### config.mk
export PLATFORM = sky130hd
export DESIGN_NAME = spi_seq_master
export DESIGN_NICKNAME = d
export VERILOG_FILES = /design/src/rtl/spi_seq_pkg.sv /design/src/rtl/spi_seq_fifo.sv /design/src/rtl/spi_seq_engine.sv /design/src/rtl/spi_seq_master.sv
export SDC_FILE = /design/constraint.sdc
export NUM_CORES = 1
export LEC_CHECK = 0
export ABC_AREA = 0
export CAP_MARGIN = 20
export CORE_MARGIN = 5
export CORE_UTILIZATION = 45
export DETAILED_ROUTE_END_ITERATION = 10
export DONT_BUFFER_PORTS = 1
export HOLD_SLACK_MARGIN = 0.03
export PLACE_DENSITY = 0.65
export SETUP_SLACK_MARGIN = 0.05
export SYNTH_ARGS = -nofsm -noshare
export SYNTH_HDL_FRONTEND = slang
export SYNTH_HIERARCHICAL = 1
export SYNTH_SLANG_ARGS = --single-unit
### constraint.sdc
create_clock -name clk -period 5.82 [get_ports clk]
set_input_delay 0.291 -clock clk [delete_from_list [all_inputs] [get_ports clk]]
set_output_delay 0.291 -clock clk [all_outputs]
set_load 0.01 [all_outputs]
### src/rtl/spi_seq_pkg.sv
package spi_seq_pkg;

  localparam logic [7:0] REG_FORMAT = 8'h10;
  localparam logic [7:0] REG_XCTRL  = 8'h20;
  localparam logic [7:0] REG_CMD    = 8'h24;
  localparam logic [7:0] REG_DATA   = 8'h2C;
  localparam logic [7:0] REG_CTRL   = 8'h30;
  localparam logic [7:0] REG_STATUS = 8'h34;
  localparam logic [7:0] REG_TIMING = 8'h40;

  localparam int CNT_W = 9;
  localparam int DIV_W = 8;
  localparam int LEN_W = 5;

  typedef enum logic [3:0] {
    XM_DUPLEX = 4'd0,
    XM_WRITE  = 4'd1,
    XM_READ   = 4'd2,
    XM_WR_RD  = 4'd3,
    XM_NONE   = 4'd7
  } xfer_mode_e;

  typedef enum logic [2:0] {
    SQ_IDLE,
    SQ_SETUP,
    SQ_LOAD,
    SQ_BIT,
    SQ_HOLD
  } seq_state_e;

endpackage

### src/rtl/spi_seq_fifo.sv
module spi_seq_fifo #(
  parameter int W     = 8,
  parameter int DEPTH = 16
) (
  input  logic                       clk,
  input  logic                       rst_n,
  input  logic                       clr,
  input  logic                       push,
  input  logic [W-1:0]               din,
  input  logic                       pop,
  output logic [W-1:0]               dout,
  output logic [$clog2(DEPTH):0]     level,
  output logic                       full,
  output logic                       empty
);
  localparam int AW = $clog2(DEPTH);

  logic [W-1:0]  mem [DEPTH];
  logic [AW-1:0] wp_q, wp_n, rp_q, rp_n;
  logic [AW:0]   lvl_q, lvl_n;

  always_comb begin
    wp_n  = wp_q;
    rp_n  = rp_q;
    lvl_n = lvl_q;
    if (clr) begin
      wp_n  = '0;
      rp_n  = '0;
      lvl_n = '0;
    end else begin
      if (push) wp_n = (wp_q == AW'(DEPTH-1)) ? '0 : wp_q + 1'b1;
      if (pop)  rp_n = (rp_q == AW'(DEPTH-1)) ? '0 : rp_q + 1'b1;
      case ({push, pop})
        2'b10:   lvl_n = lvl_q + 1'b1;
        2'b01:   lvl_n = lvl_q - 1'b1;
        default: lvl_n = lvl_q;
      endcase
    end
  end

  always_ff @(posedge clk or negedge rst_n) begin
    if (!rst_n) begin
      wp_q  <= '0;
      rp_q  <= '0;
      lvl_q <= '0;
    end else begin
      wp_q  <= wp_n;
      rp_q  <= rp_n;
      lvl_q <= lvl_n;
    end
  end

  always_ff @(posedge clk) begin
    if (push && !clr) mem[wp_q] <= din;
  end

  assign dout  = mem[rp_q];
  assign level = lvl_q;
  assign full  = (lvl_q == (AW+1)'(DEPTH));
  assign empty = (lvl_q == '0);

  // producers never write into a full queue
  assert_no_overflow_R10: assert property (@(posedge clk) disable iff (!rst_n)
    push |-> !full);
  // consumers never read from an empty queue
  assert_no_underflow_R3: assert property (@(posedge clk) disable iff (!rst_n)
    pop |-> !empty);

endmodule

### src/rtl/spi_seq_engine.sv
module spi_seq_engine
  import spi_seq_pkg::*;
#(
  parameter int FRAME_W = 8
) (
  input  logic                 clk,
  input  logic                 rst_n,
  input  logic                 start_i,
  input  logic                 abort_i,
  input  logic [3:0]           mode_i,
  input  logic [CNT_W-1:0]     wcnt_i,
  input  logic [CNT_W-1:0]     rcnt_i,
  input  logic [LEN_W-1:0]     len_i,
  input  logic                 cpol_i,
  input  logic                 cpha_i,
  input  logic [DIV_W-1:0]     div_i,
  input  logic                 tx_empty_i,
  input  logic [FRAME_W-1:0]   tx_data_i,
  output logic                 tx_pop_o,
  input  logic                 rx_full_i,
  output logic                 rx_push_o,
  output logic [FRAME_W-1:0]   rx_data_o,
  output logic                 sclk_o,
  output logic                 mosi_o,
  input  logic                 miso_i,
  output logic                 cs_n_o,
  output logic                 busy_o
);
  localparam int BIT_W = $clog2(FRAME_W);

  seq_state_e          st_q, st_n;
  xfer_mode_e          mode_q, mode_n;
  logic [DIV_W-1:0]    divc_q, divc_n;
  logic                half_q, half_n;
  logic [BIT_W-1:0]    bit_q, bit_n;
  logic [BIT_W-1:0]    len_q, len_n;
  logic [CNT_W-1:0]    cnt_q, cnt_n;
  logic [CNT_W-1:0]    rcnt_q, rcnt_n;
  logic                wph_q, wph_n;
  logic                cpol_q, cpol_n, cpha_q, cpha_n;
  logic [FRAME_W-1:0]  txb_q, txb_n;
  logic [FRAME_W-1:0]  rxsh_q, rxsh_n;
  logic                sclk_q, sclk_n, mosi_q, mosi_n, csn_q, csn_n;

  logic                tick, go, has_data, rd_byte, wr_byte;
  logic [FRAME_W-1:0]  len_mask, sampled;
  xfer_mode_e          mode_in;

  assign tick     = (divc_q == div_i);
  assign go       = start_i && (st_q == SQ_IDLE) && !abort_i;
  assign mode_in  = xfer_mode_e'(mode_i);
  assign has_data = (mode_q == XM_DUPLEX) || (mode_q == XM_WRITE) ||
                    (mode_q == XM_READ)   || (mode_q == XM_WR_RD);
  assign wr_byte  = wph_q;
  assign rd_byte  = !wph_q || (mode_q == XM_DUPLEX);
  assign sampled  = cpha_q ? {rxsh_q[FRAME_W-2:0], miso_i} : rxsh_q;

  always_comb begin
    for (int i = 0; i < FRAME_W; i++) len_mask[i] = (i <= int'(len_q));
  end

  always_comb begin
    st_n = st_q;  mode_n = mode_q; divc_n = divc_q; half_n = half_q;
    bit_n = bit_q; len_n = len_q;  cnt_n = cnt_q;   rcnt_n = rcnt_q;
    wph_n = wph_q; cpol_n = cpol_q; cpha_n = cpha_q;
    txb_n = txb_q; rxsh_n = rxsh_q; sclk_n = sclk_q; mosi_n = mosi_q;
    tx_pop_o  = 1'b0;
    rx_push_o = 1'b0;
    rx_data_o = sampled & len_mask;

    if (st_q == SQ_SETUP || st_q == SQ_BIT || st_q == SQ_HOLD)
      divc_n = tick ? '0 : divc_q + 1'b1;
    else
      divc_n = '0;

    case (st_q)
      SQ_IDLE: begin
        if (go) begin
          st_n   = SQ_SETUP;
          mode_n = mode_in;
          rcnt_n = rcnt_i;
          wph_n  = (mode_in != XM_READ);
          cnt_n  = (mode_in == XM_READ) ? rcnt_i : wcnt_i;
          cpol_n = cpol_i;
          cpha_n = cpha_i;
          len_n  = (len_i >= LEN_W'(FRAME_W-1)) ? BIT_W'(FRAME_W-1) : len_i[BIT_W-1:0];
        end
      end
      SQ_SETUP: begin
        if (tick) st_n = has_data ? SQ_LOAD : SQ_HOLD;
      end
      SQ_LOAD: begin
        if (!(wr_byte && tx_empty_i) && !(rd_byte && rx_full_i)) begin
          tx_pop_o = wr_byte;
          txb_n    = wr_byte ? tx_data_i : '0;
          bit_n    = len_q;
          half_n   = 1'b0;
          st_n     = SQ_BIT;
          if (!cpha_q) mosi_n = wr_byte ? tx_data_i[len_q] : 1'b0;
        end
      end
      SQ_BIT: begin
        if (tick) begin
          sclk_n = ~sclk_q;
          if (!half_q) begin
            half_n = 1'b1;
            if (cpha_q) mosi_n = txb_q[bit_q];
            else        rxsh_n = {rxsh_q[FRAME_W-2:0], miso_i};
          end else begin
            half_n = 1'b0;
            if (cpha_q) rxsh_n = sampled;
            if (bit_q != '0) begin
              bit_n = bit_q - 1'b1;
              if (!cpha_q) mosi_n = txb_q[bit_q - 1'b1];
            end else begin
              rx_push_o = rd_byte;
              if (cnt_q == '0) begin
                if (wph_q && mode_q == XM_WR_RD) begin
                  wph_n = 1'b0;
                  cnt_n = rcnt_q;
                  st_n  = SQ_LOAD;
                end else begin
                  st_n = SQ_HOLD;
                end
              end else begin
                cnt_n = cnt_q - 1'b1;
                st_n  = SQ_LOAD;
              end
            end
          end
        end
      end
      SQ_HOLD: begin
        if (tick) st_n = SQ_IDLE;
      end
      default: st_n = SQ_IDLE;
    endcase

    if (abort_i) begin
      st_n      = SQ_IDLE;
      tx_pop_o  = 1'b0;
      rx_push_o = 1'b0;
    end
    if (st_n == SQ_IDLE) begin
      sclk_n = cpol_i;
      mosi_n = 1'b0;
    end
    csn_n = (st_n == SQ_IDLE);
  end

  always_ff @(posedge clk or negedge rst_n) begin
    if (!rst_n) begin
      st_q <= SQ_IDLE;  mode_q <= XM_NONE; divc_q <= '0; half_q <= 1'b0;
      bit_q <= '0;      len_q <= '0;       cnt_q <= '0;  rcnt_q <= '0;
      wph_q <= 1'b0;    cpol_q <= 1'b0;    cpha_q <= 1'b0;
      txb_q <= '0;      rxsh_q <= '0;
      sclk_q <= 1'b0;   mosi_q <= 1'b0;    csn_q <= 1'b1;
    end else begin
      st_q <= st_n;     mode_q <= mode_n;  divc_q <= divc_n; half_q <= half_n;
      bit_q <= bit_n;   len_q <= len_n;    cnt_q <= cnt_n;   rcnt_q <= rcnt_n;
      wph_q <= wph_n;   cpol_q <= cpol_n;  cpha_q <= cpha_n;
      txb_q <= txb_n;   rxsh_q <= rxsh_n;
      sclk_q <= sclk_n; mosi_q <= mosi_n;  csn_q <= csn_n;
    end
  end

  assign sclk_o = sclk_q;
  assign mosi_o = mosi_q;
  assign cs_n_o = csn_q;
  assign busy_o = (st_q != SQ_IDLE);

  // an empty TX queue during the write phase freezes SCLK
  assert_tx_stall_R8: assert property (@(posedge clk) disable iff (!rst_n)
    (st_q == SQ_LOAD && wph_q && tx_empty_i && !abort_i) |=> $stable(sclk_o));
  // a byte is only completed when the RX queue can take it
  assert_rx_room_R9: assert property (@(posedge clk) disable iff (!rst_n)
    rx_push_o |-> !rx_full_i);
  // abort releases chip select on the next edge
  assert_abort_release_R11: assert property (@(posedge clk) disable iff (!rst_n)
    abort_i |=> (cs_n_o && !busy_o));
  // a start request during a transfer leaves the descriptor alone
  assert_busy_start_R12: assert property (@(posedge clk) disable iff (!rst_n)
    (start_i && busy_o) |=> ($stable(mode_q) && $stable(rcnt_q)));
  // with chip select released, SCLK sits at the programmed idle level
  assert_idle_level_R13: assert property (@(posedge clk) disable iff (!rst_n)
    (cs_n_o && $past(cs_n_o) && $stable(cpol_i)) |-> (sclk_o == cpol_i));

endmodule

### src/rtl/spi_seq_master.sv
module spi_seq_master
  import spi_seq_pkg::*;
#(
  parameter int FIFO_DEPTH = 16,
  parameter int FRAME_W    = 8
) (
  input  logic        clk,
  input  logic        rst_n,
  input  logic        bus_wr,
  input  logic        bus_rd,
  input  logic [7:0]  bus_addr,
  input  logic [31:0] bus_wdata,
  output logic [31:0] bus_rdata,
  output logic        spi_sclk,
  output logic        spi_mosi,
  input  logic        spi_miso,
  output logic        spi_cs_n
);
  localparam int LVL_W = $clog2(FIFO_DEPTH) + 1;

  logic rst_meta, rst_s;
  always_ff @(posedge clk or negedge rst_n) begin
    if (!rst_n) {rst_s, rst_meta} <= 2'b00;
    else        {rst_s, rst_meta} <= {rst_meta, 1'b1};
  end

  logic [LEN_W-1:0] fmt_len_q, fmt_len_n;
  logic             fmt_cpol_q, fmt_cpol_n, fmt_cpha_q, fmt_cpha_n;
  logic [3:0]       xmode_q, xmode_n;
  logic [CNT_W-1:0] wcnt_q, wcnt_n, rcnt_q, rcnt_n;
  logic [DIV_W-1:0] div_q, div_n;
  logic [2:0]       ctrl_q, ctrl_n;

  logic wr_fmt, wr_xctrl, wr_cmd, wr_data, wr_ctrl, wr_tim, rd_data;
  assign wr_fmt   = bus_wr && (bus_addr == REG_FORMAT);
  assign wr_xctrl = bus_wr && (bus_addr == REG_XCTRL);
  assign wr_cmd   = bus_wr && (bus_addr == REG_CMD);
  assign wr_data  = bus_wr && (bus_addr == REG_DATA);
  assign wr_ctrl  = bus_wr && (bus_addr == REG_CTRL);
  assign wr_tim   = bus_wr && (bus_addr == REG_TIMING);
  assign rd_data  = bus_rd && (bus_addr == REG_DATA);

  logic unused_wdata;
  assign unused_wdata = ^{bus_wdata[31:28], bus_wdata[23:21]};

  always_comb begin
    fmt_len_n  = wr_fmt ? bus_wdata[12:8] : fmt_len_q;
    fmt_cpol_n = wr_fmt ? bus_wdata[1]    : fmt_cpol_q;
    fmt_cpha_n = wr_fmt ? bus_wdata[0]    : fmt_cpha_q;
    xmode_n    = wr_xctrl ? bus_wdata[27:24] : xmode_q;
    wcnt_n     = wr_xctrl ? bus_wdata[20:12] : wcnt_q;
    rcnt_n     = wr_xctrl ? bus_wdata[8:0]   : rcnt_q;
    div_n      = wr_tim ? bus_wdata[7:0] : div_q;
    ctrl_n     = wr_ctrl ? bus_wdata[2:0] : 3'b000;
  end

  always_ff @(posedge clk or negedge rst_s) begin
    if (!rst_s) begin
      fmt_len_q <= LEN_W'(7); fmt_cpol_q <= 1'b0; fmt_cpha_q <= 1'b0;
      xmode_q <= '0; wcnt_q <= '0; rcnt_q <= '0;
      div_q <= '0; ctrl_q <= '0;
    end else begin
      fmt_len_q <= fmt_len_n; fmt_cpol_q <= fmt_cpol_n; fmt_cpha_q <= fmt_cpha_n;
      xmode_q <= xmode_n; wcnt_q <= wcnt_n; rcnt_q <= rcnt_n;
      div_q <= div_n; ctrl_q <= ctrl_n;
    end
  end

  logic [FRAME_W-1:0] tx_dout, rx_dout, rx_din;
  logic [LVL_W-1:0]   tx_lvl, rx_lvl;
  logic tx_full, tx_empty, rx_full, rx_empty, tx_pop, rx_push, busy;

  spi_seq_fifo #(.W(FRAME_W), .DEPTH(FIFO_DEPTH)) u_txq (
    .clk(clk), .rst_n(rst_s), .clr(ctrl_q[2]),
    .push(wr_data && !tx_full), .din(bus_wdata[FRAME_W-1:0]),
    .pop(tx_pop), .dout(tx_dout), .level(tx_lvl),
    .full(tx_full), .empty(tx_empty));

  spi_seq_fifo #(.W(FRAME_W), .DEPTH(FIFO_DEPTH)) u_rxq (
    .clk(clk), .rst_n(rst_s), .clr(ctrl_q[1]),
    .push(rx_push), .din(rx_din),
    .pop(rd_data && !rx_empty), .dout(rx_dout), .level(rx_lvl),
    .full(rx_full), .empty(rx_empty));

  spi_seq_engine #(.FRAME_W(FRAME_W)) u_eng (
    .clk(clk), .rst_n(rst_s),
    .start_i(wr_cmd), .abort_i(ctrl_q[0]),
    .mode_i(xmode_q), .wcnt_i(wcnt_q), .rcnt_i(rcnt_q),
    .len_i(fmt_len_q), .cpol_i(fmt_cpol_q), .cpha_i(fmt_cpha_q), .div_i(div_q),
    .tx_empty_i(tx_empty), .tx_data_i(tx_dout), .tx_pop_o(tx_pop),
    .rx_full_i(rx_full), .rx_push_o(rx_push), .rx_data_o(rx_din),
    .sclk_o(spi_sclk), .mosi_o(spi_mosi), .miso_i(spi_miso),
    .cs_n_o(spi_cs_n), .busy_o(busy));

  logic [31:0] stat_w;
  always_comb begin
    stat_w        = '0;
    stat_w[0]     = busy;
    stat_w[12:8]  = 5'(rx_lvl);
    stat_w[20:16] = 5'(tx_lvl);
    stat_w[22]    = tx_empty;
    stat_w[23]    = tx_full;
  end

  always_comb begin
    case (bus_addr)
      REG_FORMAT: bus_rdata = {19'b0, fmt_len_q, 6'b0, fmt_cpol_q, fmt_cpha_q};
      REG_XCTRL:  bus_rdata = {4'b0, xmode_q, 3'b0, wcnt_q, 3'b0, rcnt_q};
      REG_DATA:   bus_rdata = rx_empty ? 32'b0 : 32'(rx_dout);
      REG_CTRL:   bus_rdata = {29'b0, ctrl_q};
      REG_STATUS: bus_rdata = stat_w;
      REG_TIMING: bus_rdata = {24'b0, div_q};
      default:    bus_rdata = 32'b0;
    endcase
  end

  // a control bit never stays set for two cycles without a fresh write
  assert_self_clear_R11: assert property (@(posedge clk) disable iff (!rst_s)
    (ctrl_q != 3'b000 && !wr_ctrl) |=> (ctrl_q == 3'b000));

endmodule

### Word-level counts from Yosys, hierarchy flattened

Memory sizes are Yosys's and may differ from the RTL's.
Index checks and enable logic that the tools add are counted.

| cells by class | value |
|---|---|
| multiply operators | 0 |
| div/mod/pow operators | 0 |
| multiplexer cells | 94 |
| order comparisons | 11 |
| reduce and logical (&&, ||, !) cells | 59 |
| $add $sub $neg | 11 |
| shifts and indexed selects | 0 |
| bitwise operators | 2 |
| equality and inequality tests | 44 |

Operator list:

| kind | count |
|---|---|
| $pmux 28 s6 | 1 |
| $mux 8 | 8 |
| $mux 9 | 7 |
| $mux 3 | 17 |
| $mux 4 | 12 |
| $eq 8x6->1 const B | 5 |
| $mux 1 | 36 |
| $pmux 5 s2 | 2 |
| $pmux 9 s2 | 1 |
| $logic_and 1x1->1 | 17 |
| $add 4x1->4 const B | 4 |
| $eq 4x4->1 const B | 4 |
| $reduce_bool 2->1 | 8 |
| $pmux 3 s5 | 1 |
| $reduce_bool 3->1 | 5 |
| $reduce_and 7->1 | 2 |
| $eq 4x2->1 const B | 3 |
| $le 3x3->1 const A | 4 |
| $lt 3x4->1 const B | 3 |
| $add 5x1->5 const B | 2 |
| $eq 5x5->1 const B | 2 |
| $logic_not 5->1 | 2 |
| $mux 5 | 2 |
| $ne 2x1->1 const B | 5 |
| other kinds (37) | 68 |

| storage, ports and cells | value |
|---|---|
| bits in read-only memories | 0 |
| register bits | 129 |
| memory bits (writable) | 256 |
| bits in latches | 0 |
| output and inout port bits | 35 |
| input bits | 45 |
| memories | 2 |

Memories:

| name | words | bits a word | rd ports | clocked after memory_dff | write ports | RTL line | RTL |
|---|---|---|---|---|---|---|---|
| u_rxq.mem | 16 | 8 | 1 | 0 | 1 | spi_seq_fifo.sv:18 | `logic [W-1:0] mem [DEPTH];` |
| u_txq.mem | 16 | 8 | 1 | 0 | 1 | spi_seq_fifo.sv:18 |  |

### Logic depth before layout (Yosys ltp)

| depth | value |
|---|---|
| depth after elaboration | 12 |
| mapped depth | 14 |

### Cells and area by module

Netlist, hierarchy kept.

By module, submodules not included:

| module | instances | area each (um^2) | cells an instance |
|---|---|---|---|
| spi_seq_fifo at u_rxq | 1 | 5816.8 | 321 |
| spi_seq_fifo at u_txq | 1 | 5814.3 | 321 |
| spi_seq_engine | 1 | 3668.5 | 378 |
| spi_seq_master | 1 | 2264.7 | 168 |

### Worst setup path after synthesis

Ideal clock, no wire load.

| path | value |
|---|---|
| kind | flip-flop to flip-flop |
| from | reg u_txq.lvl_q[1] (netlist: u_txq/level[1]) |
| to | reg u_txq.lvl_q[4] (netlist: u_txq/level[4]) |
| arrival | 3.141 ns |
| buffers on the path | 2 |
| clock period less this slack | 3.273 ns |
| slack | 2.547 ns |
| cell stages (with the launch flop) | 15 |
| cells stage by stage | dfrtp_1 > nor4_1 > nor2b_1 > a21oi_1 > nand3_1 > clkbuf_1 > clkbuf_1 > nor3b_1 > nand2b_4 > xnor2_1 > ha_1 > o31a_1 > o32ai_1 > xnor2_1 > nor2_1 |

| on the way | value |
|---|---|
| longest elaborated chain between the ends | 10 |
| elaborated cells between the ends (all ways) | 17 |
| classes of those cells | 2 x add/sub; 3 x eq/ne; 5 x mux; 7 x reduce/logical |

RTL lines:

| element | RTL line | RTL |
|---|---|---|
| start, declared | spi_seq_fifo.sv:20 | `logic [AW:0] lvl_q, lvl_n;` |
| start signal, assigned | spi_seq_fifo.sv:49 | `lvl_q <= lvl_n;` |
| $logic_not 5->1 (*) | spi_seq_fifo.sv:60 | `assign empty = (lvl_q == '0);` |
| named net tx_empty | spi_seq_master.sv:71 | `logic tx_full, tx_empty, rx_full, rx_empty, tx_pop, rx_push, busy;` |
| $logic_and 1x1->1 (*) | spi_seq_engine.sv:93 | `if (!(wr_byte && tx_empty_i) && !(rd_byte && rx_full_i)) begin` |
| $logic_not 1->1 (*) | spi_seq_engine.sv:93 |  |
| $logic_and 1x1->1 (*) | spi_seq_engine.sv:93 |  |
| $mux 1 (*) | spi_seq_engine.sv:93 |  |
| $mux 1 (*) | spi_seq_engine.sv:76 | `case (st_q)` |
| $mux 1 (*) | spi_seq_engine.sv:139 | `if (abort_i) begin` |
| named net tx_pop | spi_seq_master.sv:71 |  |
| $eq 2x1->1 / $eq 2x2->1 (equally long branches) | spi_seq_fifo.sv:33 | `case ({push, pop})` |
| $pmux 5 s2 | spi_seq_fifo.sv:33 |  |
| $mux 5 | spi_seq_fifo.sv:26 | `if (clr) begin` |

The timed path passes the listed nets; every way through them passes the cells marked *.
A chain may end at the register's enable or synchronous reset.

### Worst setup path in the final report

| path | value |
|---|---|
| from | reg u_eng.st_q[2] |
| to | mem u_rxq.mem[11][0], enable pin |

| on the way | value |
|---|---|
| longest elaborated chain between the ends | 6 |

RTL lines:

| element | RTL line | RTL |
|---|---|---|
| start, declared | spi_seq_engine.sv:31 | `seq_state_e st_q, st_n;` |
| start signal, assigned | spi_seq_engine.sv:159 | `st_q <= st_n; mode_q <= mode_n; divc_q <= divc_n; half_q <= half_n;` |
| $eq 3x2->1 | spi_seq_engine.sv:76 |  |
| $mux 1 | spi_seq_engine.sv:76 |  |
| $mux 1 | spi_seq_engine.sv:139 |  |
| named net rx_push | spi_seq_master.sv:71 |  |
| $logic_and 1x1->1 | spi_seq_fifo.sv:54 | `if (push && !clr) mem[wp_q] <= din;` |
| $mux 1 | spi_seq_fifo.sv:54 |  |
| $mux 1 (not written as such) | spi_seq_fifo.sv:54 |  |
| end, declared | spi_seq_fifo.sv:18 |  |

The timed path passes the listed nets, and every way through them passes these cells.

==> impl_results.md <==
- Die height: 207.6 um
- Core area: 0.03865 mm2
- Worst-Skew Late Latency: 0.57 ns
- Starting DRT DRC Count: 886
- Synth async-reset ratio: 0.3351
- Post-layout total power: 6.966 mW
- Final core utilization: 0.5088
- Most common cell in the synthesized netlist: edfxtp_1
- Nets: 1279
- Largest net degree at the start of global routing: 72
- CTS Buffer Depth: 3
- Synth top area share: 0.4377
- Fin. max-slew vios: 0
- Avg Vias per Cell: 5.754
- Worst hold path type: in -> reg
- Reg-to-reg setup timing slack: 1.42 ns
- Max Cap Viol: 0
- Seq/Total Area, Yosys: 0.6220
- Worst Tran Pin Value: 1.084 ns
- Top cells by count, synth: edfxtp_1, dfrtp_1, mux2i_1
- # placed instances: 1655
- Synth Register Bits: 385
- R2R Path End: u_rxq/mem[11][0]
- Max_slew headroom: 0.2743
- Mapped cell area: 0.01756 mm2
- P_leak: 7.204 nW
- Routed length per instance: 22.76 um
- Clock transition at the registers of the reported paths: 0.06 ns
- Total gr overflow: 0
- Post-DRT Antenna Nets: 0
- Post-CTS setup buffer count: 0
- F_max: 227.2 MHz
- Rows: 72
- Worst setup SP type: flop
- H-tree levels: 2
- Yosys warning count: 6
- CTS Buf Count: 42
- CP max stage delay: 0.93 ns
- Crit-path max FO: 21
- CP startpoint: u_eng/st_q[2]
- Placer Congestion: 0.8755
- Initial antenna violation count: 1
- Starting Density: 0.4545
- FF-to-FF Start: u_eng/st_q[2]
- Cells after synthesis: 1188
- Via count: 10160
- Critical path class: reg -> reg
- Cts repair resizes: 0
- Area of the multi-input gates: 0.006196 mm2
- Port Buffers: 0
- Power Dens Cells: 354.2 mW/mm2
- P&R area growth vs syn: 11.95%
- Area of the die: 0.04308 mm2
- Ratio of cells with drive above 1 in the final layout: 0.2069
- Arrival time at the worst endpoint: 4.60 ns
- CTS tree: built
- Status: finished, final reports clean
- Layout Skew: 0.02072 ns
- WHS: 0.06982 ns
- Mean post-synth cell area: 14.78 um2
- I/O pin cnt: 80
- Non-Filler Instances: 1766
- Post-route setup TNS: 0 ns
- R2R depth: 7
- Required @ worst endpoint: 6.02 ns
- Crit path time final: 4.401 ns
- Clock root cell: clkbuf_16
- Number of enable flip-flop cells after synthesis: 256
- Register Area: 0.01093 mm2
- Critical path cell sequence: nor2b_1 > and2_1 > nand3_1 > nor4b_2 > nand2b_1 > nor3b_1 > and2_1
- Max rail drop VDD: 204.1 uV
- Primary FF master, synth: edfxtp_1
- Die X: 207.6 um
- First-pass GRT wire length: 62000 um
- DP Wirelength: 26630 um
- DRC viols: 0
- Buf/Inv on CP: 0
- Worst setup path endpoint: u_rxq/mem[11][0]
- Fill count: 3125
- Startpoint of the worst hold path: bus_addr[4]
- Slowest CP cell: nor4b_2
- # hold bufs at CTS: 28
- RSZ-0062 raised after global routing: false
- Worst path depth: 7
- Yosys top cell by area: edfxtp_1
- Clock sink total: 385
- DRT Pass-1 Iters: 5
- Tcrit/Tclk final: 0.7562
- Delay-heaviest family, CP: simple AND/OR/NAND/NOR gates
- Unique masters post-synth: 80
- Post-Route WL: 40190 um
- Final setup vio count: 0
- Final Hold Viols: 0
- GR Util All Layers: 0.1843
- Crit. End Element: flop
- Vias in the first global route: 10160
- Synth top area cells: edfxtp_1, dfrtp_1, mux4_2
- CP most frequent cell: and2_1
-- state kept, by name (all words and copies together), names as in the netlist, 8 cells and up --
signal / cells
u_eng/cnt_q: 9
u_rxq/mem: 128
u_eng/rcnt_q: 9
rcnt_q: 9
u_eng/rxsh_q: 8
u_txq/mem: 128
u_eng/txb_q: 8
div_q: 8
u_eng/divc_q: 8
wcnt_q: 9
-- through the flow --
stage               cell area, um2  setup slack [ns]
finish                       19660             1.419
CTS                          19610             1.478
floorplan                    17580             1.972
global route                 19660             1.091
detailed placement           17950             1.559
global placement             17940             1.617
-- where the power goes --
group	internal, mW	switching [mW]	total, mW
Sequential	3.08	0.240	3.32
Clock	1.55	1.09	2.64
Combinational	0.438	0.563	1.00
Total	5.07	1.89	6.97
-- cells in the final DEF (no fill, tap or decap), types with 6 or more instances in the layout --
cell	netlist	layout
ha_1	21	21
mux2_4	21	21
inv_1	20	20
dfrtp_1	122	117
o21ai_0	35	35
conb_1	2	6
nor2b_1	12	12
and3_2	8	8
xor2_1	15	15
mux2i_1	69	69
edfxtp_1	256	256
clkbuf_1	25	10
dfstp_2	7	7
nor2_1	64	64
or3_1	7	7
xnor2_1	12	12
a32oi_1	17	17
nor3_1	17	17
clkbuf_16	0	42
clkinv_2	0	6
mux2_2	48	48
a22o_1	14	14
o21ai_1	17	17
clkinv_1	0	7
clkbuf_8	0	6
buf_4	11	10
and2_1	44	44
nor3b_1	7	6
and3_1	6	6
nand3_1	15	15
a22oi_1	21	21
dlygate4sd3_1	0	28
mux4_2	54	54
nand2_1	62	62
a21oi_1	33	33
nand3b_1	7	7
-- cell families after synthesis --
kind of cell | synth area share
simple gates | 0.09261
fa+ha+maj | 0.01496
buf+inv | 0.02714
mux | 0.1573
compound gates | 0.07216
xor+xnor | 0.01346
other cells | 0.0004276
flops | 0.6220
-- routing by layer --
metal | GRT usage | part of all wire | wire length (um) | vias up
li1 | - | - | - | 4598
met1 | 0.2613 | 0.44 | 17660 | 5184
met2 | 0.2898 | 0.47 | 19000 | 325
met3 | 0.04096 | 0.063 | 2540 | 54
met4 | 0.05176 | 0.024 | 983 | 0
met5 | 0 | 0 | 0 | -
-- how the worst min path moves through the flow --
| stage | end | slack (ns) | depth (start not counted) |
|---|---|---|---|
| after floorplan | rst_meta | -0.005 | 0 |
| after global placement | rst_meta | -0.004 | 0 |
| after detailed placement | rst_meta | -0.004 | 0 |
| after CTS | fmt_len_q[4] | 0.04 | 2 |
| after global routing | fmt_len_q[1] | 0.06 | 2 |
| final | fmt_len_q[4] | 0.07 | 2 |
-- area by class of cell --
| cell class | instances | area share |
|---|---|---|
| clock inverter | 20 | 0.01075 |
| tap | 518 | 0.03296 |
| timing repair buffer | 42 | 0.02081 |
| sequential | 385 | 0.5560 |
| multi-input combinational | 720 | 0.3151 |
| antenna | 1 | 0.0001273 |
| inverter | 22 | 0.004709 |
| clock buffer | 58 | 0.05956 |
(Power assumes the default switching activity.)
